## src/rtl/trig_seq_pkg.sv

```systemverilog
package trig_seq_pkg;

    typedef struct packed {
        logic trig_en;
        logic level;
        logic pol;
        logic scan;
    } mode_t;

    typedef enum logic [1:0] {
        SRC_SW    = 2'd0,
        SRC_EDGE  = 2'd1,
        SRC_LEVEL = 2'd2
    } src_e;

    function automatic src_e decode_src(input mode_t m);
        if (!m.trig_en)   return SRC_SW;
        else if (!m.level) return SRC_EDGE;
        else               return SRC_LEVEL;
    endfunction

endpackage

```

## src/rtl/trig_cond.sv

```systemverilog
module trig_cond #(
    parameter int SYNC_STAGES = 2
) (
    input  logic clk,
    input  logic pol_i,
    input  logic pin_i,
    output logic act_lvl_o,
    output logic act_edge_o
);
    // synchronizer chain plus one history stage; no reset so the
    // chain tracks the pin while the rest of the block is held
    logic [SYNC_STAGES:0] chain_q;

    always_ff @(posedge clk) begin
        chain_q <= {chain_q[SYNC_STAGES-1:0], pin_i};
    end

    logic now_act, prev_act;
    assign now_act    = pol_i ? chain_q[SYNC_STAGES-1] : ~chain_q[SYNC_STAGES-1];
    assign prev_act   = pol_i ? chain_q[SYNC_STAGES]   : ~chain_q[SYNC_STAGES];
    assign act_lvl_o  = now_act;
    assign act_edge_o = now_act & ~prev_act;

endmodule

```

## src/rtl/seq_timer.sv

```systemverilog
module seq_timer #(
    parameter int CNT_W = 8
) (
    input  logic             clk,
    input  logic             rst,
    input  logic             load_i,
    input  logic [CNT_W-1:0] len_i,
    output logic             zero_o
);
    logic [CNT_W-1:0] cnt_q;

    always_ff @(posedge clk) begin
        if (rst)                  cnt_q <= '0;
        else if (load_i)          cnt_q <= len_i;
        else if (cnt_q != '0)     cnt_q <= cnt_q - 1'b1;
    end

    assign zero_o = (cnt_q == '0);

    a_r12_counts_down: assert property (@(posedge clk) disable iff (rst)
        (!load_i && cnt_q != '0) |=> (cnt_q == $past(cnt_q) - 1'b1));

endmodule

```

## src/rtl/seq_ctrl.sv

```systemverilog
module seq_ctrl
    import trig_seq_pkg::*;
(
    input  logic  clk,
    input  logic  rst,
    input  mode_t mode_i,
    input  logic  sw_start_i,
    input  logic  act_lvl_i,
    input  logic  act_edge_i,
    input  logic  expire_i,
    input  logic  conv_done_i,
    input  logic  clr_ovr_i,
    output logic  load_o,
    output logic  seq_start_o,
    output logic  busy_o,
    output logic  ovr_o
);
    src_e src;
    logic go_idle, again, done_now, start, ovr_set;
    logic busy_q, start_q, ovr_q;

    assign src = decode_src(mode_i);

    always_comb begin
        unique case (src)
            SRC_SW:    begin go_idle = sw_start_i; again = mode_i.scan; end
            SRC_EDGE:  begin go_idle = act_edge_i; again = 1'b0;        end
            SRC_LEVEL: begin go_idle = act_lvl_i;  again = act_lvl_i;   end
            default:   begin go_idle = 1'b0;       again = 1'b0;        end
        endcase
    end

    assign done_now = busy_q & (expire_i | conv_done_i);
    assign start    = (~busy_q & go_idle) | (done_now & again);
    assign ovr_set  = busy_q & (src == SRC_EDGE) & act_edge_i;

    always_ff @(posedge clk) begin
        if (rst) begin
            busy_q  <= 1'b0;
            start_q <= 1'b0;
            ovr_q   <= 1'b0;
        end else begin
            busy_q  <= start | (busy_q & ~done_now);
            start_q <= start;
            ovr_q   <= ovr_set | (ovr_q & ~clr_ovr_i);
        end
    end

    assign load_o      = start;
    assign seq_start_o = start_q;
    assign busy_o      = busy_q;
    assign ovr_o       = ovr_q;

    a_r5_sw_blocked: assert property (@(posedge clk) disable iff (rst)
        (!busy_o && mode_i.trig_en && !act_edge_i && !act_lvl_i) |=> !seq_start_o);

    a_r8_edge_overrun: assert property (@(posedge clk) disable iff (rst)
        (busy_o && mode_i.trig_en && !mode_i.level && act_edge_i) |=> ovr_o);

    a_r9_level_no_overrun: assert property (@(posedge clk) disable iff (rst)
        (mode_i.trig_en && mode_i.level && !clr_ovr_i) |=> (ovr_o == $past(ovr_o)));

    a_r10_no_gap: assert property (@(posedge clk) disable iff (rst)
        (busy_o && expire_i && mode_i.trig_en && mode_i.level && act_lvl_i)
        |=> (seq_start_o && busy_o));

    a_r11_sticky: assert property (@(posedge clk) disable iff (rst)
        (ovr_o && !clr_ovr_i) |=> ovr_o);

endmodule

```

## src/rtl/adc_trig_sequencer.sv

```systemverilog
module adc_trig_sequencer
    import trig_seq_pkg::*;
#(
    parameter int CNT_W = 8
) (
    input  logic             clk,
    input  logic             rst,
    input  logic             trig_en_i,
    input  logic             level_sel_i,
    input  logic             trig_pol_i,
    input  logic             scan_i,
    input  logic             sw_start_i,
    input  logic             ext_trig_i,
    input  logic             conv_done_i,
    input  logic [CNT_W-1:0] seq_len_i,
    input  logic             clr_ovr_i,
    output logic             seq_start_o,
    output logic             busy_o,
    output logic             ovr_o
);
    mode_t mode;
    logic  act_lvl, act_edge, expire, load;

    assign mode = '{trig_en: trig_en_i, level: level_sel_i,
                    pol: trig_pol_i, scan: scan_i};

    trig_cond #(.SYNC_STAGES(2)) u_cond (
        .clk        (clk),
        .pol_i      (trig_pol_i),
        .pin_i      (ext_trig_i),
        .act_lvl_o  (act_lvl),
        .act_edge_o (act_edge)
    );

    seq_timer #(.CNT_W(CNT_W)) u_timer (
        .clk    (clk),
        .rst    (rst),
        .load_i (load),
        .len_i  (seq_len_i),
        .zero_o (expire)
    );

    seq_ctrl u_ctrl (
        .clk         (clk),
        .rst         (rst),
        .mode_i      (mode),
        .sw_start_i  (sw_start_i),
        .act_lvl_i   (act_lvl),
        .act_edge_i  (act_edge),
        .expire_i    (expire),
        .conv_done_i (conv_done_i),
        .clr_ovr_i   (clr_ovr_i),
        .load_o      (load),
        .seq_start_o (seq_start_o),
        .busy_o      (busy_o),
        .ovr_o       (ovr_o)
    );

    a_r12_busy_with_start: assert property (@(posedge clk) disable iff (rst)
        seq_start_o |-> busy_o);

    a_r4_pin_ignored: assert property (@(posedge clk) disable iff (rst)
        (!trig_en_i && !sw_start_i && !busy_o) |=> !seq_start_o);

endmodule

```

## config.mk

```make
export PLATFORM = sky130hd
export DESIGN_NAME = adc_trig_sequencer
export DESIGN_NICKNAME = d
export VERILOG_FILES = /design/src/rtl/trig_seq_pkg.sv /design/src/rtl/trig_cond.sv /design/src/rtl/seq_timer.sv /design/src/rtl/seq_ctrl.sv /design/src/rtl/adc_trig_sequencer.sv
export SDC_FILE = /design/constraint.sdc
export NUM_CORES = 1
export LEC_CHECK = 0
export BUFFER_PORTS_ARGS = -buffer_cell sky130_fd_sc_hd__buf_4
export CAP_MARGIN = 20
export CORE_ASPECT_RATIO = 0.8
export CORE_UTILIZATION = 35
export CTS_CLUSTER_DIAMETER = 60
export DETAILED_ROUTE_END_ITERATION = 7
export GPL_TIMING_DRIVEN = 1
export MAX_ROUTING_LAYER = met4
export PLACE_DENSITY_LB_ADDON = 0.25
export SLEW_MARGIN = 30
export SYNTH_ARGS = -nofsm -noshare
export SYNTH_HDL_FRONTEND = slang
export SYNTH_HIERARCHICAL = 1
export SYNTH_SLANG_ARGS = --single-unit
export TNS_END_PERCENT = 5
```

## constraint.sdc

```tcl
create_clock -name clk -period 2.55 [get_ports clk]
set_input_delay 0.3825 -clock clk [delete_from_list [all_inputs] [get_ports clk]]
set_output_delay 0.3825 -clock clk [all_outputs]
set_load 0.02 [all_outputs]
```

**Yosys cells after proc, flatten, opt, wreduce, memory -nomap -nowiden**

Index checks and enable logic that the tools add are counted.

- Register bits: 14
- Output and inout bits: 3
- Word-level logic and storage cells: 38

- Add/sub/neg operators: 1
- Equal/unequal tests: 2
- Muxes and demuxes: 8
- Bitwise logic cells: 18
- Reductions and logical operators: 4

Operators by type and width:

| operator | count |
|---|---|
| $mux W8 | 2 |
| $and A1 B1 Y1 | 8 |
| $logic_not A8 Y1 | 1 |
| $reduce_bool A8 Y1 | 1 |
| $sub A8 B1 Y8 const B | 1 |
| $not A1 Y1 | 6 |
| $mux W2 | 2 |
| $or A1 B1 Y1 | 4 |
| $pmux W1 S3 | 1 |
| $eq A2 B1 Y1 const B | 1 |
| $eq A2 B2 Y1 const B | 1 |
| $logic_not A2 Y1 | 1 |
| $mux W1 | 2 |
| $pmux W1 S2 | 1 |
| $reduce_bool A2 Y1 | 1 |

**Logic depth before layout (Yosys ltp)**

Gate-level depths: netlist of run 1.

- Depth after elaboration: 8
- Gate-level depth with buffers: 10
- Gate-level depth less buffers: 8

**Hierarchy**

The synthesis of run 1 kept the hierarchy.

Modules (own cells, without submodules):

| module | times used | cells an instance | area each (um^2) | sequential area each (um^2) |
|---|---|---|---|---|
| seq_timer | 1 | 53 | 475.5 | 160.2 |
| seq_ctrl | 1 | 18 | 167.7 | 60.1 |
| trig_cond | 1 | 7 | 91.3 | 60.1 |

**Worst setup path after synthesis of run 1**

Ideal clock, no wire load.

- Path kind: reg-to-reg
- Start: register u_timer.cnt_q[3]
- End: register u_timer.cnt_q[0]
- Setup time: 0.130 ns
- Arrival: 1.932 ns
- Required time: 2.420 ns
- Slack: 0.488 ns
- Cell stages (with the launch flop): 10
- Path buffers: 2
- Clock period less this slack: 2.062 ns
- Cell sequence: dfxtp_1 > nor4_4 > and4bb_1 > buf_6 > nor2_1 > o31ai_1 > clkbuf_1 > nor3_1 > nand2_1 > o211ai_2

- Cells in the longest elaborated chain, start to end: 6
- Elaborated cells on any way between the ends: 8
- Classes of those cells: mux (1); bitwise (4); reduce/logical (3)

RTL lines:

| item | RTL line | RTL |
|---|---|---|
| from (decl) | seq_timer.sv:10 | `logic [CNT_W-1:0] cnt_q;` |
| from (signal assigned) | seq_timer.sv:14 | `else if (load_i) cnt_q <= len_i;` |
| from (signal assigned) | seq_timer.sv:15 | `else if (cnt_q != '0) cnt_q <= cnt_q - 1'b1;` |
| $logic_not A8 Y1 (*) | seq_timer.sv:18 | `assign zero_o = (cnt_q == '0);` |
| net expire | adc_trig_sequencer.sv:22 | `logic act_lvl, act_edge, expire, load;` |
| $or A1 B1 Y1 (*) | seq_ctrl.sv:33 | `assign done_now = busy_q & (expire_i \| conv_done_i);` |
| $and A1 B1 Y1 (*) | seq_ctrl.sv:33 |  |
| $and A1 B1 Y1 (*) | seq_ctrl.sv:34 | `assign start = (~busy_q & go_idle) \| (done_now & again);` |
| $or A1 B1 Y1 (*) | seq_ctrl.sv:34 |  |
| net load | adc_trig_sequencer.sv:22 |  |
| $mux W8 / $reduce_bool A2 Y1 (equally long branches) | n/a |  |

The timed path passes the listed nets; every way through them passes the cells marked *.
A chain may end at the register's enable or synchronous reset.

**Final worst setup path of run 1**

- Start: register u_timer.cnt_q[0]
- End: register u_timer.cnt_q[5]

The elaborated chain is that of the path after synthesis.

==> metrics.txt, run 1 <==
type of element launching the critical path=register; post-detailed-route via-to-cell ratio=5.05; first-pass iteration count of the detailed router=4; proportion of layout cells with a drive suffix above 1=between 30 and 40%; die boundary width=53.2 um; post-detailed-placement half-perimeter wirelength=around 1000 um; maximum number of pins on one net before global-route repair=16; aggregate global-route resource usage=around 15%; Clock Skew=2.40 ps; via count of the first global-routing pass=a little under 600; Core Rows=14; synthesized instance count=78; CTS root buf=clkbuf_4; Primary FF master, synth=dfxtp_1; synthesized area=~730 um^2; largest driver fanout on the critical path=14; Hold Crit Class=input port to register; final count of hold timing violations=0; leading area contributor after synthesis=dfxtp_1; clock edge transition at the registers on the reported setup and hold paths=~80 ps; post-route cell area=approximately 940 um^2; outcome=finished, final reports clean; final setup margin=326 ps; pins over their slew limit=0; leading cell type by number of instances after synthesis=dfxtp_1; sequential cell area fraction in the yosys report=between 30% and 40%; cts hold-fix bufs=0; worst voltage drop across the vdd grid=366 uV; share of the synthesized area in the top cell type=38.2%; wire length per cell after detailed routing=~11 um; gr ovfl total=0; Final nets=120; Post-CTS Repair Setup Buffers=0; TritonCTS sink count=14; CP Data Required Time=2740 ps; Pwr Density=approximately 820 nW/um^2; total area of multi-input combinational cells=420 um^2; leading cell types by count after synthesis=14 x dfxtp_1, 9 x nand2_1, 5 x nor3_1; global-route wire length before repair=~2.3 mm; Inserted Clock Buffers=3; arrival time at the worst endpoint=2410 ps; total length of routed wires=between 1 and 1.5 mm; share of the clock period used by the worst path after layout=between 80% and 90%; area taken by flip-flops and latches=about 280 um^2; IO Count=21; die extent in y=roughly 43 um; drt drc=0; setup repair after global routing missed its margin=no; placed instance area=903 um^2; Fill cells=approximately 190; tightest slew margin relative to the limit=about 80%; number of enable flip-flop cells after synthesis=0; total of buffers placed on input and output ports=20; leakage power=0.385 nW; count of antenna diodes in the layout=0; final number of setup-violating endpoints=0; proportion of synthesized flip-flops having asynchronous set or reset=0%; transition time at the pin with the least slew margin=between 300 and 400 ps; Max Freq=450 MHz; Final min period=between 2000 and 2500 ps; number of antenna violations at the first check in global routing=0; area of the die=between 2000 and 2500 um^2; effective utilization at floorplan=38.1%; number of library cell types mapped by synthesis=33; Area Overhead vs Synth=27.9%; Place WS=~350 ps; post-cts repair resize count=0; Core Region=approximately 1900 um^2; vias post-DR=about 630; Max clock buf depth=2; cells taking the most area after synthesis=dfxtp_1 38%, o32ai_1 4.8%, xnor2_1 4.8%; MaxCap Viol Count=0; yosys synthesis warning count=6; clock tree from TritonCTS=built; Final GP Congestion=roughly 0.76; worst-skew pair later-pin latency=between 200 and 300 ps; iteration-0 DRC count of the detailed router=12; mean post-synth cell area=9.42 um^2; H-tree depth=1; worst reg-to-reg setup slack=about 330 ps; Setup crit end kind=register; Syn Nets=a little under 100; setup tns final=0 ps; synthesis-stage register bit count=14; worst setup path category=register to register; Final ANT Viol Nets=0
[through the flow]
stage                     hold slack [ps]  util, %  cells  power [W]
after detailed placement              316     46.9    120   0.000609
after global routing                  179     48.8    124   0.000826
after CTS                             186     48.8    124   0.000774
after floorplan                       310        -     78   0.000549
final                                 199     48.8    124   0.000766
after global placement                313     46.9    120   0.000610
[final timing paths]
check             depth (start not counted)                 to              start
setup reg to reg                          8   u_timer/cnt_q[5]   u_timer/cnt_q[0]
setup / recovery                          8   u_timer/cnt_q[5]   u_timer/cnt_q[0]
hold / removal                            1  u_cond/chain_q[0]         ext_trig_i
hold reg to reg                           0  u_cond/chain_q[1]  u_cond/chain_q[0]
[critical path: stages, from the launching register on]
cell and delay (ps):
dfxtp_1 380, inv_1 70, ha_1 260, and4bb_1 310, nor2_1 210, o31ai_1 90, buf_4 180, or2_2 340
o32ai_1 270
[registers in the layout (all words and copies together), names as in the netlist]
signal / cells
u_cond/chain_q: 3
u_ctrl/busy_o: 1
u_ctrl/ovr_o: 1
u_ctrl/seq_start_o: 1
u_timer/cnt_q: 8
[layer usage]
layer,vias to the layer above,wire [um],GRT usage [%]
li1,334,-,-
met1,276,695,17.4
met2,11,612,20.3
met3,5,67,6.81
met4,0,31,12.6
met5,-,0,-
[area by class of cell]
cell class	count	area share, %
Tap cell	24	3.20
Multi-Input combinational cell	57	44.7
Timing Repair Buffer	21	16.8
Sequential cell	14	29.8
Inverter	4	1.60
Clock buffer	4	3.86
[layout by cell type (no fill, tap or decap), drive strengths merged, types with 2 or more instances in the layout]
cell and n:
a21oi 2, a311oi 2, buf 21, clkbuf 4
dfxtp 14, inv 4, mux2i 2, nand2 9
nand2b 2, nor2 4, nor2b 3, nor3 5
o31ai 2, o32ai 4, xnor2 4
[report_power, final]
part / switching [W] / total (W) / internal, W
combinational: 0.000142 / 0.000294 / 0.000152
sequential: 0.0000507 / 0.000314 / 0.000263
clock: 0.0000706 / 0.000158 / 0.0000869
[logic make-up after synthesis]
family	synth area share (%)
compound gates	22.0
flops	38.2
simple gates	24.9
mux	2.73
buf+inv	4.60
fa+ha+maj	1.70
xor+xnor	5.96
Power figures use the tool's default switching activity.
==> run 2: changes to the inputs <==
ABC_AREA = 1   (was default)
==> run 2 against run 1 <==
  * Non-clock buffer count is 1 lower
  * Critical endpoint is now u_timer/cnt_q[0]
  * Hold slack hardly changed
  * Clock power hardly changed
  * Highest routed layer unchanged
==> metrics.txt, run 2 <==
Max Freq=502 MHz (+12%); CP Data Required Time=2750 ps (about the same); total length of routed wires=1.54 mm (+9.2%); Syn Nets=123 (+27%); synthesized instance count=104 (+33%); arrival time at the worst endpoint=2190 ps (-220 ps); setup tns final=0 ps (unchanged); global-route wire length before repair=2.52 mm (+8.0%); Hold Crit Class=input port to register; clock edge transition at the registers on the reported setup and hold paths=80 ps (about the same); Final ANT Viol Nets=0 (unchanged); Adder-Cell Fraction of Synth Area=1.73% (+0.024 points); outcome=finished, final reports clean; net switching power=0.000384 W (+46%); Pwr Density=986 nW/um^2 (+21%); main combinational cell family by area after synthesis=simple AND/OR/NAND/NOR gates; Max clock buf depth=2 (unchanged); number of library cell types mapped by synthesis=21 (-36%); yosys synthesis warning count=6 (unchanged); sequential cell area fraction in the yosys report=38.7% (+0.53 points); final count of hold timing violations=0 (unchanged); CTS root buf=clkbuf_4; tightest slew margin relative to the limit=85.3% (+5.7 points); slowest cell on the critical path=dfxtp_1; Core Region=1910 um^2 (-0.91%); Post-CTS Repair Setup Buffers=0 (unchanged); launching instance or port of the critical path=u_timer/cnt_q[0]; worst setup path endpoint=u_timer/cnt_q[0]; first-pass iteration count of the detailed router=4 (unchanged); endpoint of the worst-slack reg-to-reg timing path=u_timer/cnt_q[0]; complex-gate fraction of the synthesized area=9.67% (-12 points); die boundary width=52.9 um (-0.66%); mean post-synth cell area=6.97 um^2 (-26%); post-cts repair resize count=0 (unchanged); power share of the combinational group=47.0% (+8.6 points); Area Overhead vs Synth=29.2%; worst voltage drop across the vdd grid=511 uV (+40%); multiplexer share of the synthesized area=0% (-2.7 points); final number of setup-violating endpoints=0 (unchanged); commonest non-fill, non-tap cells in the layout=20 x buf_4, 20 x nand2_1, 14 x nor2_1, 14 x dfxtp_1, 13 x inv_1; Clock Skew=2.16 ps (-0.241 ps); Setup crit end kind=register; share of the core filled with cells=49.0% (+0.25 points); vias post-DR=699 (+12%); worst-skew pair later-pin latency=280 ps (about the same); cell count of the worst reg-to-reg path=12 (+4); leakage power=0.467 nW (+21%); synthesized-area fraction occupied by xor and xnor cells=4.84% (-1.1 points); largest register by flop count=u_timer/cnt_q; Fill cells=211 (+8.8%); H-tree depth=1 (unchanged); total of buffers placed on input and output ports=20 (unchanged); aggregate global-route resource usage=16.3% (+0.95 points); Net Sw Frac=41.7% (+7.3 points); drt drc=0 (unchanged); synthesized area=724 um^2 (-1.4%); share of the clock period used by the worst path after layout=78.1% (-9.2 points); MaxCap Viol Count=0 (unchanged); wire length per cell after detailed routing=10.2 um (-10%); largest driver fanout on the critical path=10 (-4); proportion of layout cells with a drive suffix above 1=26.0% (-5.0 points); Sequential Power Share=35.9% (-5.1 points); IO Count=21 (unchanged); pins over their slew limit=0 (unchanged); Final nets=147 (+23%); Inserted Clock Buffers=3 (unchanged); post-route cell area=936 um^2 (-0.40%); cts hold-fix bufs=0 (unchanged); cells taking the most area after synthesis=dfxtp_1 39%, nand2_1 10%, nor2_1 7.3%; area share of and/or/nand/nor cells after synthesis=36.6% (+12 points); worst setup path category=register to register; Primary FF master, synth=dfxtp_1; Bufs and invs on worst path=3 (+1); post-layout power=0.000922 W (+20%); leading cell types by count after synthesis=20 x nand2_1, 14 x dfxtp_1, 14 x nor2_1; largest registers=u_timer/cnt_q (8), u_cond/chain_q (3); Final min period=1990 ps (-233 ps); share of the synthesized area in the top cell type=38.7% (+0.53 points); dominant cell type by count on the critical path=nand2_2; leading area contributor after synthesis=dfxtp_1; setup repair after global routing missed its margin=no; transition time at the pin with the least slew margin=220 ps (-84.0 ps); number of enable flip-flop cells after synthesis=0 (unchanged); leading cell type by number of instances after synthesis=nand2_1; area of the die=2260 um^2 (-1.3%); Slowest Stage Delay on Critical Path=320 ps (-60 ps); Clock Power Share=17.2% (-3.4 points); iteration-0 DRC count of the detailed router=12 (unchanged); cell family with the largest share of critical-path delay=simple AND/OR/NAND/NOR gates; TritonCTS sink count=14 (unchanged); effective utilization at floorplan=37.9% (-0.17 points); Final GP Congestion=0.865 (+13%); worst reg-to-reg setup slack=560 ps (+230 ps); type of element launching the critical path=register; gr ovfl total=0 (unchanged); clock tree from TritonCTS=built; maximum number of pins on one net before global-route repair=11 (-5); placed instance area=900 um^2 (-0.42%); logic depth of the worst setup path including buffers=12 (+4); cell-by-cell listing of the critical path=inv_1 -> ha_1 -> nand2_2 -> nor2_8 -> inv_1 -> a21oi_1 -> nand2_1 -> nand2_2 -> inv_2 -> nand2_2 -> nor2_1 -> nor3_1; number of antenna violations at the first check in global routing=0 (unchanged); Core Rows=14 (unchanged); final worst hold slack=199 ps (+0.315 ps); proportion of synthesized flip-flops having asynchronous set or reset=0% (unchanged); synthesis-stage register bit count=14 (unchanged); worst flop-to-flop path startpoint=u_timer/cnt_q[0]; via count of the first global-routing pass=597 (+2.9%); post-detailed-placement half-perimeter wirelength=1.25 mm (+25%); count of antenna diodes in the layout=0 (unchanged); die extent in y=42.7 um (-0.65%); Internal Dissipation=0.000538 W (+7.0%); depth of the worst hold-timing path=1 (unchanged); post-detailed-route via-to-cell ratio=4.63 (-8.3%); number of flip-flops under the largest register name=8 (unchanged)
run 2: cell count changes after synthesis, sizes merged, moves of 4 or more:
cell	previous run	this run
inv	4	15
o21ai	0	6
nand2	9	24
nand3	0	8
nor2	4	17
o32ai	4	0
run 2: cells by family (layout without fill, tap and decap cells):
logic type	count (synthesis)	after routing
buffers and inverters	16	39
AOI/OAI and AO/OA	13	13
DFF	14	14
xor gates and xnor gates	4	4
adders and majority gates	1	1
and+or+nand+nor	56	56
run 2: layout make-up:
type,instances,area (um^2),share of cell area (%)
Clock buffer,4,36.3,3.88
Tap cell,24,30.0,3.21
Sequential cell,14,280,29.9
Timing Repair Buffer,20,150,16.0
Inverter,15,56.3,6.02
Multi-Input combinational cell,74,383,40.9
run 2: through the flow:
| stage | cells | setup slack [ps] |
|---|---|---|
| global route | 151 | 321 |
| finish | 151 | 559 |
| floorplan | 104 | 752 |
| detailed placement | 147 | 580 |
| global placement | 147 | 713 |
| CTS | 151 | 557 |
run 2: power groups by stage:
stage	registers (W)	clock network, W	logic, W
2_1_floorplan	0.000326	0	0.000345
3_3_place_gp	0.000335	0	0.000426
3_5_place_dp	0.000335	0	0.000431
4_1_cts	0.000330	0.000164	0.000433
5_1_grt	0.000339	0.000179	0.000487
6_report	0.000331	0.000158	0.000433
run 2: worst register-to-register path, delay by kind of cell (launching register included):
family	cells	cell delay, ps
compound gates	1	140
fa+ha+maj	1	240
buf+inv	3	300
flops	1	320
simple gates	7	910
run 2: how the worst min path moves through the flow:
stage / start / endpoint / slack (ps)
floorplan: u_cond/chain_q[0] / u_cond/chain_q[1] / 310
global placement: u_cond/chain_q[0] / u_cond/chain_q[1] / 320
CTS: ext_trig_i / u_cond/chain_q[0] / 190
global route: ext_trig_i / u_cond/chain_q[0] / 170
detailed placement: u_cond/chain_q[0] / u_cond/chain_q[1] / 320
finish: ext_trig_i / u_cond/chain_q[0] / 200
run 2: metal layers:
metal  part of all wire (%)  track usage, %  vias to the layer above
met1                     51            20.4                      298
li1                       -               -                      381
met2                     42            23.3                       18
met5                      0               -                        -
met4                   0.85            4.74                        0
met3                    5.7            7.53                        2
